### src/rtl/vaddr_pkg.sv
package vaddr_pkg;

  typedef struct packed {
    logic load;    // capture bases and configuration
    logic step;    // accepted element inside a row
    logic rowEnd;  // accepted element that closes a row
  } strobe_t;

  function automatic logic [2:0] sizeBytes(input logic [1:0] code);
    case (code)
      2'd0:    sizeBytes = 3'd1;
      2'd1:    sizeBytes = 3'd2;
      default: sizeBytes = 3'd4;
    endcase
  endfunction

endpackage

### src/rtl/vaddr_ctrl.sv
module vaddr_ctrl
  import vaddr_pkg::*;
#(
  parameter int CW = 12
) (
  input  logic          clk,
  input  logic          rstN,
  input  logic          start,
  input  logic          stall,
  input  logic [CW-1:0] innerCount,
  input  logic [CW-1:0] outerCount,
  output strobe_t       strb,
  output logic          valid,
  output logic          first,
  output logic          last,
  output logic          done
);
  localparam logic [CW-1:0] ONE = CW'(1);

  logic          running;
  logic          doneR;
  logic [CW-1:0] colCnt, rowCnt, innerLat, outerLat;
  logic          zeroReq, accept, atRowEnd, atFinal, launch;

  assign zeroReq  = (innerCount == '0) || (outerCount == '0);
  assign launch   = start && !running;
  assign accept   = running && !stall;
  assign atRowEnd = (colCnt == innerLat - ONE);
  assign atFinal  = atRowEnd && (rowCnt == outerLat - ONE);

  assign strb.load   = launch && !zeroReq;
  assign strb.step   = accept && !atRowEnd;
  assign strb.rowEnd = accept && atRowEnd;

  always_ff @(posedge clk or negedge rstN) begin
    if (!rstN) begin
      running  <= 1'b0;
      doneR    <= 1'b0;
      colCnt   <= '0;
      rowCnt   <= '0;
      innerLat <= '0;
      outerLat <= '0;
    end else begin
      doneR <= (launch && zeroReq) || (accept && atFinal);
      if (strb.load) begin
        running  <= 1'b1;
        colCnt   <= '0;
        rowCnt   <= '0;
        innerLat <= innerCount;
        outerLat <= outerCount;
      end else if (accept) begin
        if (atRowEnd) begin
          colCnt <= '0;
          rowCnt <= rowCnt + ONE;
          if (atFinal) running <= 1'b0;
        end else begin
          colCnt <= colCnt + ONE;
        end
      end
    end
  end

  assign valid = accept;
  assign first = accept && (colCnt == '0);
  assign last  = accept && atRowEnd;
  assign done  = doneR;

  // the pass end is never reported together with an issued element
  p_done_quiet_r6: assert property (@(posedge clk) disable iff (!rstN)
    done |-> !valid);
  // the final accepted element is followed by done
  p_done_follows_r6: assert property (@(posedge clk) disable iff (!rstN)
    (accept && atFinal) |=> done);
  // the column counter stays inside the latched row length
  p_col_bound_r5: assert property (@(posedge clk) disable iff (!rstN)
    running |-> (colCnt < innerLat));
  // a stall freezes the counters and keeps the pass alive
  p_stall_hold_r8: assert property (@(posedge clk) disable iff (!rstN)
    (running && stall) |=> (running && $stable(colCnt) && $stable(rowCnt)));
  // a start while running does not restart the counters
  p_busy_ignore_r9: assert property (@(posedge clk) disable iff (!rstN)
    (running && start && stall) |=> $stable(colCnt));

endmodule

### src/rtl/vaddr_dpath.sv
module vaddr_dpath
  import vaddr_pkg::*;
#(
  parameter int AW = 16
) (
  input  logic          clk,
  input  logic          rstN,
  input  strobe_t       strb,
  input  logic          accMode,
  input  logic [1:0]    elemSize,
  input  logic [AW-1:0] dstBase,
  input  logic [AW-1:0] srcABase,
  input  logic [AW-1:0] srcBBase,
  input  logic [AW-1:0] dstGap,
  input  logic [AW-1:0] srcAGap,
  input  logic [AW-1:0] srcBGap,
  output logic [AW-1:0] dstAddr,
  output logic [AW-1:0] srcAAddr,
  output logic [AW-1:0] srcBAddr
);
  localparam int NPTR = 3;

  logic [AW-1:0] ptr     [NPTR];
  logic [AW-1:0] gapLat  [NPTR];
  logic [AW-1:0] baseIn  [NPTR];
  logic [AW-1:0] gapIn   [NPTR];
  logic [AW-1:0] stepOf  [NPTR];
  logic [AW-1:0] stepLat;
  logic          accLat;

  assign baseIn[0] = dstBase;  assign gapIn[0] = dstGap;
  assign baseIn[1] = srcABase; assign gapIn[1] = srcAGap;
  assign baseIn[2] = srcBBase; assign gapIn[2] = srcBGap;

  always_ff @(posedge clk or negedge rstN) begin
    if (!rstN) begin
      stepLat <= '0;
      accLat  <= 1'b0;
    end else if (strb.load) begin
      stepLat <= AW'(sizeBytes(elemSize));
      accLat  <= accMode;
    end
  end

  for (genvar i = 0; i < NPTR; i++) begin : g_ptr
    if (i == 0) begin : g_dst
      assign stepOf[i] = accLat ? '0 : stepLat;
    end else begin : g_src
      assign stepOf[i] = stepLat;
    end

    always_ff @(posedge clk or negedge rstN) begin
      if (!rstN) begin
        ptr[i]    <= '0;
        gapLat[i] <= '0;
      end else if (strb.load) begin
        ptr[i]    <= baseIn[i];
        gapLat[i] <= gapIn[i];
      end else if (strb.rowEnd) begin
        ptr[i] <= ptr[i] + stepOf[i] + gapLat[i];
      end else if (strb.step) begin
        ptr[i] <= ptr[i] + stepOf[i];
      end
    end
  end

  assign dstAddr  = ptr[0];
  assign srcAAddr = ptr[1];
  assign srcBAddr = ptr[2];

  // an in-row step moves source A by exactly the element size
  p_step_size_r3: assert property (@(posedge clk) disable iff (!rstN)
    strb.step |=> (srcAAddr == $past(srcAAddr) + $past(stepLat)));
  // the accumulate destination does not move inside a row
  p_acc_fixed_r11: assert property (@(posedge clk) disable iff (!rstN)
    (strb.step && accLat) |=> $stable(dstAddr));
  // with no strobe every pointer holds
  p_idle_hold_r8: assert property (@(posedge clk) disable iff (!rstN)
    (!strb.load && !strb.step && !strb.rowEnd) |=>
      ($stable(dstAddr) && $stable(srcAAddr) && $stable(srcBAddr)));

endmodule

### src/rtl/vec2d_addr_gen.sv
module vec2d_addr_gen
  import vaddr_pkg::*;
#(
  parameter int AW = 16,
  parameter int CW = 12
) (
  input  logic          clk,
  input  logic          rstN,
  input  logic          start,
  input  logic          stall,
  input  logic          accMode,
  input  logic [1:0]    elemSize,
  input  logic [CW-1:0] innerCount,
  input  logic [CW-1:0] outerCount,
  input  logic [AW-1:0] dstBase,
  input  logic [AW-1:0] srcABase,
  input  logic [AW-1:0] srcBBase,
  input  logic [AW-1:0] dstGap,
  input  logic [AW-1:0] srcAGap,
  input  logic [AW-1:0] srcBGap,
  output logic          valid,
  output logic          first,
  output logic          last,
  output logic [AW-1:0] dstAddr,
  output logic [AW-1:0] srcAAddr,
  output logic [AW-1:0] srcBAddr,
  output logic          done
);
  strobe_t strb;

  vaddr_ctrl #(.CW(CW)) u_ctrl (
    .clk(clk), .rstN(rstN), .start(start), .stall(stall),
    .innerCount(innerCount), .outerCount(outerCount),
    .strb(strb), .valid(valid), .first(first), .last(last), .done(done)
  );

  vaddr_dpath #(.AW(AW)) u_dpath (
    .clk(clk), .rstN(rstN), .strb(strb), .accMode(accMode), .elemSize(elemSize),
    .dstBase(dstBase), .srcABase(srcABase), .srcBBase(srcBBase),
    .dstGap(dstGap), .srcAGap(srcAGap), .srcBGap(srcBGap),
    .dstAddr(dstAddr), .srcAAddr(srcAAddr), .srcBAddr(srcBAddr)
  );

  // nothing is issued or finished in the first cycle out of reset
  p_reset_quiet_r1: assert property (@(posedge clk)
    $rose(rstN) |-> (!valid && !done));

endmodule

### config.mk
export PLATFORM = sky130hd
export DESIGN_NAME = vec2d_addr_gen
export DESIGN_NICKNAME = d
export VERILOG_FILES = /design/src/rtl/vaddr_pkg.sv /design/src/rtl/vaddr_ctrl.sv /design/src/rtl/vaddr_dpath.sv /design/src/rtl/vec2d_addr_gen.sv
export SDC_FILE = /design/constraint.sdc
export NUM_CORES = 1
export LEC_CHECK = 0
export ABC_AREA = 1
export CAP_MARGIN = 5
export CORE_MARGIN = 1.5
export CORE_UTILIZATION = 40
export CTS_CLUSTER_SIZE = 12
export DETAILED_ROUTE_END_ITERATION = 12
export GPL_TIMING_DRIVEN = 0
export PLACE_DENSITY_LB_ADDON = 0.2
export SYNTH_ARGS = -nofsm -noshare
export SYNTH_HDL_FRONTEND = slang
export SYNTH_SLANG_ARGS = --single-unit
### constraint.sdc
create_clock -name clk -period 4.3 [get_ports clk]
set_input_delay 1.075 -clock clk [delete_from_list [all_inputs] [get_ports clk]]
set_output_delay 1.075 -clock clk [all_outputs]
set_load 0.005 [all_outputs]
==> results of run 1 <==
[critical path, stage by stage]
cell and delay, ns:
sky130_fd_sc_hd__clkdlybuf4s50_1 0.40, sky130_fd_sc_hd__inv_1 0.07, sky130_fd_sc_hd__nand2_2 0.18, sky130_fd_sc_hd__inv_1 0.23, sky130_fd_sc_hd__clkbuf_2 0.32, sky130_fd_sc_hd__buf_4 0.29, sky130_fd_sc_hd__clkdlybuf4s50_1 0.54
[layer usage]
| layer | up-vias | GRT usage [%] | part of all wire (%) |
|---|---|---|---|
| met1 | 5700 | 37.4 | 47 |
| met4 | 0 | 10.2 | 3.2 |
| met3 | 68 | 3.87 | 6.0 |
| li1 | 6216 | - | - |
| met2 | 403 | 41.4 | 43 |
| met5 | - | 0 | 0 |
[cell type report]
cell class              instances  area, sq um
repair buffers                181         1830
inverters                     236          890
multi-input cells            1399         7180
clock inverters                15          154
flip-flops and latches        150         3750
plain buffers                  55          262
well taps                     390          488
clock buffers                  17          425
fillers                      3079        14700
[cell usage after synthesis (10+ instances only)]
master and n:
sky130_fd_sc_hd__a21oi_1 44, sky130_fd_sc_hd__buf_2 10, sky130_fd_sc_hd__clkbuf_1 32, sky130_fd_sc_hd__dfrtp_1 150, sky130_fd_sc_hd__ha_1 60, sky130_fd_sc_hd__inv_1 231, sky130_fd_sc_hd__nand2_1 679, sky130_fd_sc_hd__nand3_1 175
sky130_fd_sc_hd__nand4_1 42, sky130_fd_sc_hd__nor2_1 123, sky130_fd_sc_hd__nor3_1 17, sky130_fd_sc_hd__nor4_1 14, sky130_fd_sc_hd__o21ai_0 83, sky130_fd_sc_hd__xnor2_1 23, sky130_fd_sc_hd__xor2_1 76
[worst paths after layout]
check | endpoint | slack (ns)
max | valid | 0.10
min | u_dpath.gapLat[24] | 0.50
max reg2reg | u_dpath.srcAAddr[15] | 0.27
min reg2reg | u_dpath.gapLat[24] | 0.50
max in group asynchronous | u_dpath.srcBAddr[7] | 2.81
min in group asynchronous | u_ctrl.outerLat[1] | 0.62
[state kept, by name (all words and copies together), names as in the netlist]
name	count
u_ctrl.colCnt	12
u_ctrl.done	1
u_ctrl.innerLat	12
u_ctrl.outerLat	12
u_ctrl.rowCnt	12
u_ctrl.running	1
u_dpath.accLat	1
u_dpath.dstAddr	16
u_dpath.gapLat	48
u_dpath.srcAAddr	16
u_dpath.srcBAddr	16
u_dpath.stepLat	3
[power breakdown]
part	leakage [nW]	switching, mW	total, mW	internal, mW
Clock	0.277	0.708	1.53	0.820
Sequential	1.89	0.599	2.48	1.88
Combinational	5.68	3.30	5.57	2.27
Total	7.85	4.61	9.57	4.96
[cells by family after synthesis]
family,after synthesis,synth area share (%)
flip-flops,150,31.1
AND/OR/NAND/NOR,1087,38.5
adder cells (fa/ha/maj),66,7.22
XOR/XNOR,99,7.19
buffers and inverters,291,9.47
AO/OA/AOI/OAI,147,6.52
[repair_timing]
action / CTS / global route
setup endpoints to repair: 2 / 4
pin swaps: 0 / 1
setup buffers: 0 / 2
endpoints found under the hold margin: 0 / 0
resized for setup: 4 / 5
==> key figures, run 1 <==
Routing
  • Vias: about 12k
  • Number of detailed-routing iterations run before antenna repair: 5
  • Via density per instance: 5.07
  • Number of nets with antenna violations after routing: 0
  • Final routed DRC violation total: 0
  • Post-Route WL: 40800 um
  • Detailed router's first-iteration violation count: 1064
  • Routed WL per cell: 16.7 um

Logic synthesis
  • Synthesized netlist cell count: 1840
  • Async set-or-reset flop fraction in the synthesized netlist: between 90% and 100%
  • Number of synthesized flops with an enable pin: 0
  • Top post-synthesis cells by area: sky130_fd_sc_hd__dfrtp_1 31%, sky130_fd_sc_hd__nand2_1 21%, sky130_fd_sc_hd__nand3_1 7.3%, sky130_fd_sc_hd__inv_1 7.2%, sky130_fd_sc_hd__ha_1 6.2%
  • Mean instance size in the synthesized netlist: between 6 and 7 sq um
  • Distinct cells, synth: 43
  • Area share of the largest cell type after synthesis: between 30 and 40%
  • Synthesis warning total: 0
  • Leading area contributor after synthesis: sky130_fd_sc_hd__dfrtp_1
  • #FFs+latches synth: 150
  • Post-Syn Nets: 2033
  • Netlist Area Pre-Place: around 12000 sq um
  • Sequential share of the synthesized area: between 30% and 40%
  • Leading register cell type out of synthesis: sky130_fd_sc_hd__dfrtp_1

Run status
  • Status: completed

Global routing
  • Vias in the first global route: 12.0k
  • First-pass GRT wire length: approximately 64000 um
  • Aggregate global routing overflow: 0
  • Largest net degree at the start of global routing: 85
  • Antenna violations before repair: 0
  • Aggregate global-route resource usage: a little over a quarter

Timing
  • Worst-case setup margin in the final layout: a little over 0.1 ns
  • Setup TNS: 0 ns
  • Largest clock skew in the final design: ~0.011 ns
  • Post-route clock period utilization: about 98%
  • Max-slew violations: 0
  • Headroom to the max-slew limit: between 30% and 40%
  • Final Hold Slack: between 0.4 and 0.5 ns
  • Transition at the pin with the smallest max-transition slack: between 0.9 and 1 ns
  • Final number of setup-violating endpoints: 0
  • Peak clock frequency supported by timing: approximately 240 MHz
  • Final hold viol count: 0
  • Post-route minimum period: between 4 and 5 ns
  • Setup repair after global routing missed its margin: yes

Critical path
  • Reg2reg path depth: 23
  • Critical Path Source Type: input pin
  • Critical Path Source: stall
  • Maximum fanout along the worst path: 10
  • Critical path data arrival time: 3.12 ns
  • RR Startpoint: u_dpath.stepLat[2]
  • Required time at the endpoint of the critical path: about 3.2 ns
  • Critical path class: in -> out
  • Sort of element at the end of the critical path: output port

Power and ir drop
  • Standby leakage power: 7.85 nW
  • Peak supply drop: between 0.0003 and 0.0004 V
  • Power density over the cells: between 600 and 700 nW/um^2
  • Pwr Total: roughly 9.6 mW

CTS
  • Num CTS Buffers: 17
  • Number of hold buffers added after cts: 0
  • Clock sink count: 150
  • H-Tree Depth: 4
  • Library cell used as clock root buffer: sky130_fd_sc_hd__clkbuf_16
  • TritonCTS clock tree: done
  • Clock-pin slew on the worst setup and hold paths: approximately 0.07 ns
  • Clock latency at the later pin of the worst-skew pair: between 0.4 and 0.5 ns
  • Longest Clk Path Bufs: 2

Worst hold path
  • Hold Crit Depth: 2
  • Tightest Hold Check Type: reg -> reg
  • Min-Delay Startpoint: u_dpath.gapLat[24]

Placement
  • Placer Congestion: 0.935
  • Instance area at placement: between 10000 and 15000 sq um
  • Placed insts: 2409
  • Number of input and output port buffers inserted: ~180
  • Post-place setup slack: -0.622 ns
  • Total half-perimeter wirelength after legalization and detailed placement: 31300 um

Floorplanning
  • Horiz. Die Dim: 177 um
  • Top-level I/O count: roughly 180
  • Initial core utilization: 40.7%
  • Vertical die dimension: between 150 and 200 um
  • Floorplan Core Area: about 30000 sq um
  • Floorplan row count: 63
  • Full die area: 31200 sq um

Layout
  • Final #Nets: roughly 2.2k
  • Fraction of layout cells with a size suffix above 1: about 4.7%
  • Non-Filler Instances: approximately 2.4k
  • Commonest non-fill, non-tap cells in the layout: 678 x sky130_fd_sc_hd__nand2_1, 230 x sky130_fd_sc_hd__inv_1, 177 x sky130_fd_sc_hd__clkdlybuf4s50_1, 174 x sky130_fd_sc_hd__nand3_1, 150 x sky130_fd_sc_hd__dfrtp_1
  • Most frequent standard cell in the layout excluding fill and tap cells: sky130_fd_sc_hd__nand2_1
  • Area growth syn-to-layout: 24.2%
  • Final core utilization: around 51%
  • Final Cell Area: 15000 sq um
  • Antenna Diode Count: 0

Job
  • Maximum Capacitance Violations: 0
Power figures use the tool's default switching activity.
==> run 2, diff against run 1 <==
--- a/config.mk
+++ b/config.mk
@@ -7,7 +7,6 @@
 export LEC_CHECK = 0
 export ABC_AREA = 1
 export CAP_MARGIN = 5
-export CORE_MARGIN = 1.5
 export CORE_UTILIZATION = 40
 export CTS_CLUSTER_SIZE = 12
 export DETAILED_ROUTE_END_ITERATION = 12
==> key figures, run 2 (synthesized netlist as in run 1, its figures left out) <==
Timing
  • Largest clock skew in the final design: 0.0158 ns (+0.00472 ns)
  • Setup repair after global routing missed its margin: no
  • Max-slew violations: 0 (unchanged)
  • Peak clock frequency supported by timing: 240 MHz (+0.90%)
  • Final number of setup-violating endpoints: 0 (unchanged)
  • Setup TNS: 0 ns (unchanged)
  • Final Hold Slack: 0.494 ns (-0.00126 ns)
  • Post-route minimum period: 4.16 ns (-0.0376 ns)
  • Final hold viol count: 0 (unchanged)
  • Headroom to the max-slew limit: 33.4% (-5.1 points)
  • Transition at the pin with the smallest max-transition slack: 0.999 ns (+0.0766 ns)
  • Post-route clock period utilization: 96.8% (-0.87 points)

Critical path
  • Critical path class: in -> out
  • Cell at the slowest stage of the critical path: sky130_fd_sc_hd__clkdlybuf4s50_1
  • Maximum fanout along the worst path: 10 (unchanged)
  • Number of buffer and inverter stages on the critical path: 6 (unchanged)
  • Critical Path, Cell by Cell: clkdlybuf4s50_1 > inv_1 > nand2_2 > inv_2 > clkbuf_2 > buf_4 > clkdlybuf4s50_1
  • Critical path data arrival time: 3.09 ns (-0.03 ns)
  • Required time at the endpoint of the critical path: 3.22 ns (about the same)
  • Top delay family on crit path: buffers and inverters
  • Max stage delay on crit path: 0.54 ns (about the same)
  • CP most frequent cell: sky130_fd_sc_hd__clkdlybuf4s50_1
  • Critical Path Source Type: input pin
  • Sort of element at the end of the critical path: output port

Layout
  • Commonest non-fill, non-tap cells in the layout: 678 x sky130_fd_sc_hd__nand2_1, 229 x sky130_fd_sc_hd__inv_1, 177 x sky130_fd_sc_hd__clkdlybuf4s50_1, 173 x sky130_fd_sc_hd__nand3_1, 150 x sky130_fd_sc_hd__dfrtp_1
  • Antenna Diode Count: 0 (unchanged)
  • Area growth syn-to-layout: 24.2% (unchanged)
  • Most flop-heavy register: u_dpath.gapLat
  • Fraction of layout cells with a size suffix above 1: 4.73% (+0.053 points)
  • Non-Filler Instances: 2441 (-0.082%)
  • Final #Nets: 2231 (-0.090%)
  • Most frequent standard cell in the layout excluding fill and tap cells: sky130_fd_sc_hd__nand2_1
  • Max FFs per register: 48 (unchanged)

Global routing
  • Aggregate global-route resource usage: 27.3% (+0.62 points)
  • Vias in the first global route: 12.1k (+1.2%)
  • First-pass GRT wire length: 65100 um (+1.5%)
  • Antenna violations before repair: 0 (unchanged)
  • Aggregate global routing overflow: 0 (unchanged)
  • Largest net degree at the start of global routing: 77 (-9.4%)

Run status
  • Status: completed

Floorplanning
  • Full die area: 30800 sq um (-1.1%)
  • Horiz. Die Dim: 176 um (-0.57%)
  • Top-level I/O count: 179 (unchanged)
  • Vertical die dimension: 176 um (-0.57%)
  • Initial core utilization: 40.7% (unchanged)
  • Floorplan Core Area: 29600 sq um (unchanged)
  • Floorplan row count: 63 (unchanged)

Routing
  • Routed WL per cell: 16.9 um (+0.99%)
  • Final routed DRC violation total: 0 (unchanged)
  • Number of detailed-routing iterations run before antenna repair: 6 (+1)
  • Post-Route WL: 41200 um (+0.91%)
  • Number of nets with antenna violations after routing: 0 (unchanged)
  • Detailed router's first-iteration violation count: 996 (-6.4%)
  • Vias: 12.5k (+0.62%)
  • Via density per instance: 5.11 (+0.70%)

Power and ir drop
  • Power density over the cells: 639 nW/um^2 (about the same)
  • Peak supply drop: 0.000276 V (-11%)
  • Standby leakage power: 7.85 nW (about the same)

CTS
  • Longest Clk Path Bufs: 2 (unchanged)
  • Num CTS Buffers: 17 (unchanged)
  • Clock latency at the later pin of the worst-skew pair: 0.44 ns (about the same)
  • H-Tree Depth: 4 (unchanged)
  • TritonCTS clock tree: done
  • Clock sink count: 150 (unchanged)
  • Library cell used as clock root buffer: sky130_fd_sc_hd__clkbuf_16
  • Post-CTS Setup Inserts: 0 (unchanged)
  • Number of hold buffers added after cts: 0 (unchanged)
  • Clock-pin slew on the worst setup and hold paths: 0.07 ns (about the same)

Job
  • Maximum Capacitance Violations: 0 (unchanged)

Worst hold path
  • Tightest Hold Check Type: reg -> reg

Placement
  • Total half-perimeter wirelength after legalization and detailed placement: 31400 um (+0.36%)
  • Number of input and output port buffers inserted: 178 (unchanged)
  • Placer Congestion: 0.923 (-1.3%)
  • Placed insts: 2409 (unchanged)
## run 2: per-stage QoR
step | setup WS, ns | utilization (%) | instance area (sq um) | power, mW
6_report | 0.139 | 50.5 | 15000 | 9.57
5_1_grt | 0.00652 | 50.5 | 15000 | 10.5
4_1_cts | 0.0124 | 50.4 | 14900 | 9.52
3_5_place_dp | -0.697 | 48.4 | 14400 | 7.95
3_3_place_gp | -4.27 | 48.3 | 14300 | 7.87
2_1_floorplan | 1.26 | - | 12100 | 6.24
## run 2: worst reg2reg max path, cell delays in order, from the launching register on
cell	delay (ns)
sky130_fd_sc_hd__dfrtp_1	0.54
sky130_fd_sc_hd__inv_1	0.12
sky130_fd_sc_hd__nor2_2	0.21
sky130_fd_sc_hd__ha_1	0.16
sky130_fd_sc_hd__nand2_1	0.05
sky130_fd_sc_hd__nor2_1	0.10
sky130_fd_sc_hd__nor2_1	0.09
sky130_fd_sc_hd__nor2_1	0.48
sky130_fd_sc_hd__nand2_1	0.20
sky130_fd_sc_hd__xor2_1	0.27
sky130_fd_sc_hd__inv_1	0.10
sky130_fd_sc_hd__ha_1	0.30
sky130_fd_sc_hd__nand2_1	0.08
sky130_fd_sc_hd__nor2_1	0.26
sky130_fd_sc_hd__nand4_1	0.11
sky130_fd_sc_hd__or2_2	0.32
sky130_fd_sc_hd__nand3_1	0.07
sky130_fd_sc_hd__nand2_1	0.05
sky130_fd_sc_hd__nand3_1	0.08
sky130_fd_sc_hd__nand3_1	0.10
sky130_fd_sc_hd__nand2_1	0.09
sky130_fd_sc_hd__nand2_1	0.04
## run 2: cell type report
type | count | area [sq um]
buffer | 55 | 262
clock buffer | 21 | 470
clock inverter | 11 | 116
fill | 3090 | 14700
inverter | 236 | 888
multi-input combinational | 1399 | 7190
sequential | 150 | 3750
tap | 390 | 488
timing repair buffer | 179 | 1810
## run 2: timing repair
item                       4_1_cts  5_1_grt
setup endpoints to repair        1        6
pin swaps                        0        1
resized for setup                4       10
## run 2: per-layer routing
layer	global-route usage, %	share of wire [%]	wire length (um)	up-vias
met5	0	0	0	-
met3	3.61	5.7	2340	68
met4	10.2	3.0	1230	0
met2	42.8	44	18000	409
met1	38.1	47	19500	5772
li1	-	-	-	6215
## run 2: final timing paths
check,startpoint,cells past startpoint,end,slack [ns]
worst max register to register,u_dpath.stepLat[1],21,u_dpath.dstAddr[14],0.38
min in group asynchronous,rstN,1,u_ctrl.outerLat[1],0.66
max in group asynchronous,rstN,2,u_dpath.dstAddr[1],2.78
worst max-delay path,stall,7,valid,0.14
worst min register to register,u_dpath.gapLat[40],2,u_dpath.gapLat[40],0.49
worst min-delay path,u_dpath.gapLat[40],2,u_dpath.gapLat[40],0.49
## run 2: report_power, final
part | internal, mW | switching (mW)
Sequential | 1.88 | 0.589
Combinational | 2.27 | 3.32
Clock | 0.854 | 0.670
==> run 3, diff against run 2 <==
==> constraint.sdc (replaced) <==
create_clock -name clk -period 4.3 [get_ports clk]
set_input_delay 0.43 -clock clk [delete_from_list [all_inputs] [get_ports clk]]
set_output_delay 0.43 -clock clk [all_outputs]
set_load 0.005 [all_outputs]
==> key figures, run 3 (synthesized netlist as in run 1, its figures left out) <==
Run status
  • Status: completed

Routing
  • Post-Route WL: 41100 um (-0.23%)
  • Via density per instance: 5.12 (+0.23%)
  • Number of nets with antenna violations after routing: 0 (unchanged)
  • Routed WL per cell: 16.8 um (-0.23%)
  • Number of detailed-routing iterations run before antenna repair: 5 (-1)
  • Vias: 12.5k (+0.23%)
  • Detailed router's first-iteration violation count: 1011 (+1.5%)
  • Final routed DRC violation total: 0 (unchanged)

Floorplanning
  • Top-level I/O count: 179 (unchanged)
  • Horiz. Die Dim: 176 um (unchanged)
  • Floorplan Core Area: 29600 sq um (unchanged)
  • Full die area: 30800 sq um (unchanged)
  • Floorplan row count: 63 (unchanged)
  • Vertical die dimension: 176 um (unchanged)
  • Initial core utilization: 40.7% (unchanged)

Critical path
  • Critical Path Source: u_dpath.stepLat[2]
  • Top delay family on crit path: simple AND/OR/NAND/NOR gates
  • Cell at the slowest stage of the critical path: sky130_fd_sc_hd__nor2_1
  • Required time at the endpoint of the critical path: 4.62 ns (+1.40 ns)
  • Crit path capture: u_dpath.dstAddr[15]
  • Sort of element at the end of the critical path: flop
  • Max stage delay on crit path: 0.49 ns (-0.05 ns)
  • Critical Path, Cell by Cell: inv_1 > nor2_1 > ha_1 > nand2_1 > nor2_1 > nor2_1 > nor2_1 > nand2_1 > o21ai_0 > inv_1 > ha_1 > nand2_1 > nor2_1 > and3_1 > a21oi_1 > inv_1 > nand2_1 > nand2_1 > nand3_1 > nand3_1 > nand2_1 > nand2_1
  • Number of buffer and inverter stages on the critical path: 3 (-3)
  • Critical Path Source Type: flop
  • CP most frequent cell: sky130_fd_sc_hd__nand2_1
  • Reg2reg path depth: 22 (+4.8%)
  • Reg-to-reg slack, setup: 0.37 ns (about the same)
  • Critical path data arrival time: 4.25 ns (+1.16 ns)
  • RR Startpoint: u_dpath.stepLat[2]
  • Reg2Reg Capture Point: u_dpath.dstAddr[15]
  • Critical path class: reg -> reg
  • Maximum fanout along the worst path: 6 (-4)
  • Critical Path Stages: 22 (+15)

Global routing
  • Vias in the first global route: 12.1k (unchanged)
  • Antenna violations before repair: 0 (unchanged)
  • Largest net degree at the start of global routing: 77 (unchanged)
  • Aggregate global-route resource usage: 27.3% (unchanged)
  • Aggregate global routing overflow: 0 (unchanged)
  • First-pass GRT wire length: 65100 um (unchanged)

Timing
  • Setup repair after global routing missed its margin: no
  • Final Hold Slack: 0.0102 ns (-0.484 ns)
  • Final number of setup-violating endpoints: 0 (unchanged)
  • Max-slew violations: 0 (unchanged)
  • Post-route clock period utilization: 91.4% (-5.4 points)
  • Final hold viol count: 0 (unchanged)
  • Headroom to the max-slew limit: 34.9% (+1.5 points)
  • Peak clock frequency supported by timing: 254 MHz (+5.9%)
  • Post-route minimum period: 3.93 ns (-0.231 ns)
  • Largest clock skew in the final design: 0.0159 ns (+0.0000812 ns)
  • Setup TNS: 0 ns (unchanged)
  • Transition at the pin with the smallest max-transition slack: 0.977 ns (-0.0223 ns)

CTS
  • Longest Clk Path Bufs: 2 (unchanged)
  • Library cell used as clock root buffer: sky130_fd_sc_hd__clkbuf_16
  • Clock sink count: 150 (unchanged)
  • Number of hold buffers added after cts: 0 (unchanged)
  • H-Tree Depth: 4 (unchanged)
  • Clock latency at the later pin of the worst-skew pair: 0.44 ns (about the same)
  • Clock-pin slew on the worst setup and hold paths: 0.07 ns (about the same)
  • Num CTS Buffers: 17 (unchanged)
  • TritonCTS clock tree: done

Layout
  • Commonest non-fill, non-tap cells in the layout: 679 x sky130_fd_sc_hd__nand2_1, 231 x sky130_fd_sc_hd__inv_1, 177 x sky130_fd_sc_hd__clkdlybuf4s50_1, 175 x sky130_fd_sc_hd__nand3_1, 150 x sky130_fd_sc_hd__dfrtp_1
  • Most frequent standard cell in the layout excluding fill and tap cells: sky130_fd_sc_hd__nand2_1
  • Final #Nets: 2231 (unchanged)
  • Fraction of layout cells with a size suffix above 1: 4.29% (-0.44 points)
  • Area growth syn-to-layout: 24.0%
  • Antenna Diode Count: 0 (unchanged)
  • Max FFs per register: 48 (unchanged)
  • Final core utilization: 50.4% (-0.084 points)
  • Most flop-heavy register: u_dpath.gapLat

Power and ir drop
  • Power density over the cells: 639 nW/um^2 (about the same)
  • Pwr Total: 9.56 mW (-0.15%)
  • Standby leakage power: 7.84 nW (about the same)
  • Peak supply drop: 0.000289 V (+4.6%)

Placement
  • Placer Congestion: 0.923 (unchanged)
  • Number of input and output port buffers inserted: 178 (unchanged)
  • Total half-perimeter wirelength after legalization and detailed placement: 31400 um (unchanged)

Job
  • Maximum Capacitance Violations: 0 (unchanged)

Worst hold path
  • Tightest Hold Check Type: in -> async
==> run 3: how the worst min path moves through the flow <==
stage | from | end | slack [ns] | depth (start not counted)
5_1_grt | rstN | u_ctrl.outerLat[1] | 0.07 | 1
3_5_place_dp | u_dpath.gapLat[45] | u_dpath.gapLat[45] | 0.47 | 2
3_3_place_gp | u_dpath.gapLat[45] | u_dpath.gapLat[45] | 0.48 | 2
6_report | rstN | u_ctrl.outerLat[1] | 0.01 | 1
2_1_floorplan | rstN | u_ctrl.colCnt[0] | 0.13 | 0
4_1_cts | rstN | u_ctrl.outerLat[1] | 0.05 | 1
==> run 3: worst reg2reg max path, delay by kind of cell (launching register included) <==
family                     cells  cell delay, ns
AOI/OAI and AO/OA              2            0.59
adders and majority gates      2            0.68
buffers and inverters          3            0.27
DFF                            1            0.48
and+or+nand+nor               15            1.79
==> run 3: report_power, final <==
group	leakage [nW]	switching [mW]	internal, mW	total [mW]
clock	0.284	0.670	0.854	1.52
sequential	1.89	0.586	1.88	2.46
combinational	5.67	3.31	2.26	5.57
total	7.84	4.57	4.99	9.56
==> run 3: final cells by class <==
cell class,instances,area (sq um)
Fill cell,3085,14700
Multi-Input combinational cell,1399,7170
Sequential cell,150,3750
Timing Repair Buffer,179,1810
Inverter,236,886
Tap cell,390,488
Clock buffer,21,470
Buffer,55,256
Clock inverter,11,116
==> run 3: per-stage QoR <==
step                      cell area, sq um  worst slack (ns)  std cells
after floorplan                      12100              1.29       1840
final                                15000             0.370       2441
after global placement               14300             -3.62       2408
after detailed placement             14400             0.378       2409
after global routing                 15000           0.00655       2441
after CTS                            14900             0.366       2441
==> run 3: timing repair <==
| item | in CTS | in global routing |
|---|---|---|
| gates resized for setup | 0 | 3 |
| buffers inserted | 0 | 0 |
| endpoints found under the setup margin | 0 | 4 |
==> run 3: layer usage <==
layer | track usage [%] | vias to the layer above | routed length, um
li1 | - | 6211 | -
met3 | 3.61 | 72 | 2170
met5 | 0 | - | 0
met4 | 10.2 | 0 | 1260
met1 | 38.1 | 5804 | 19600
met2 | 42.8 | 406 | 18000
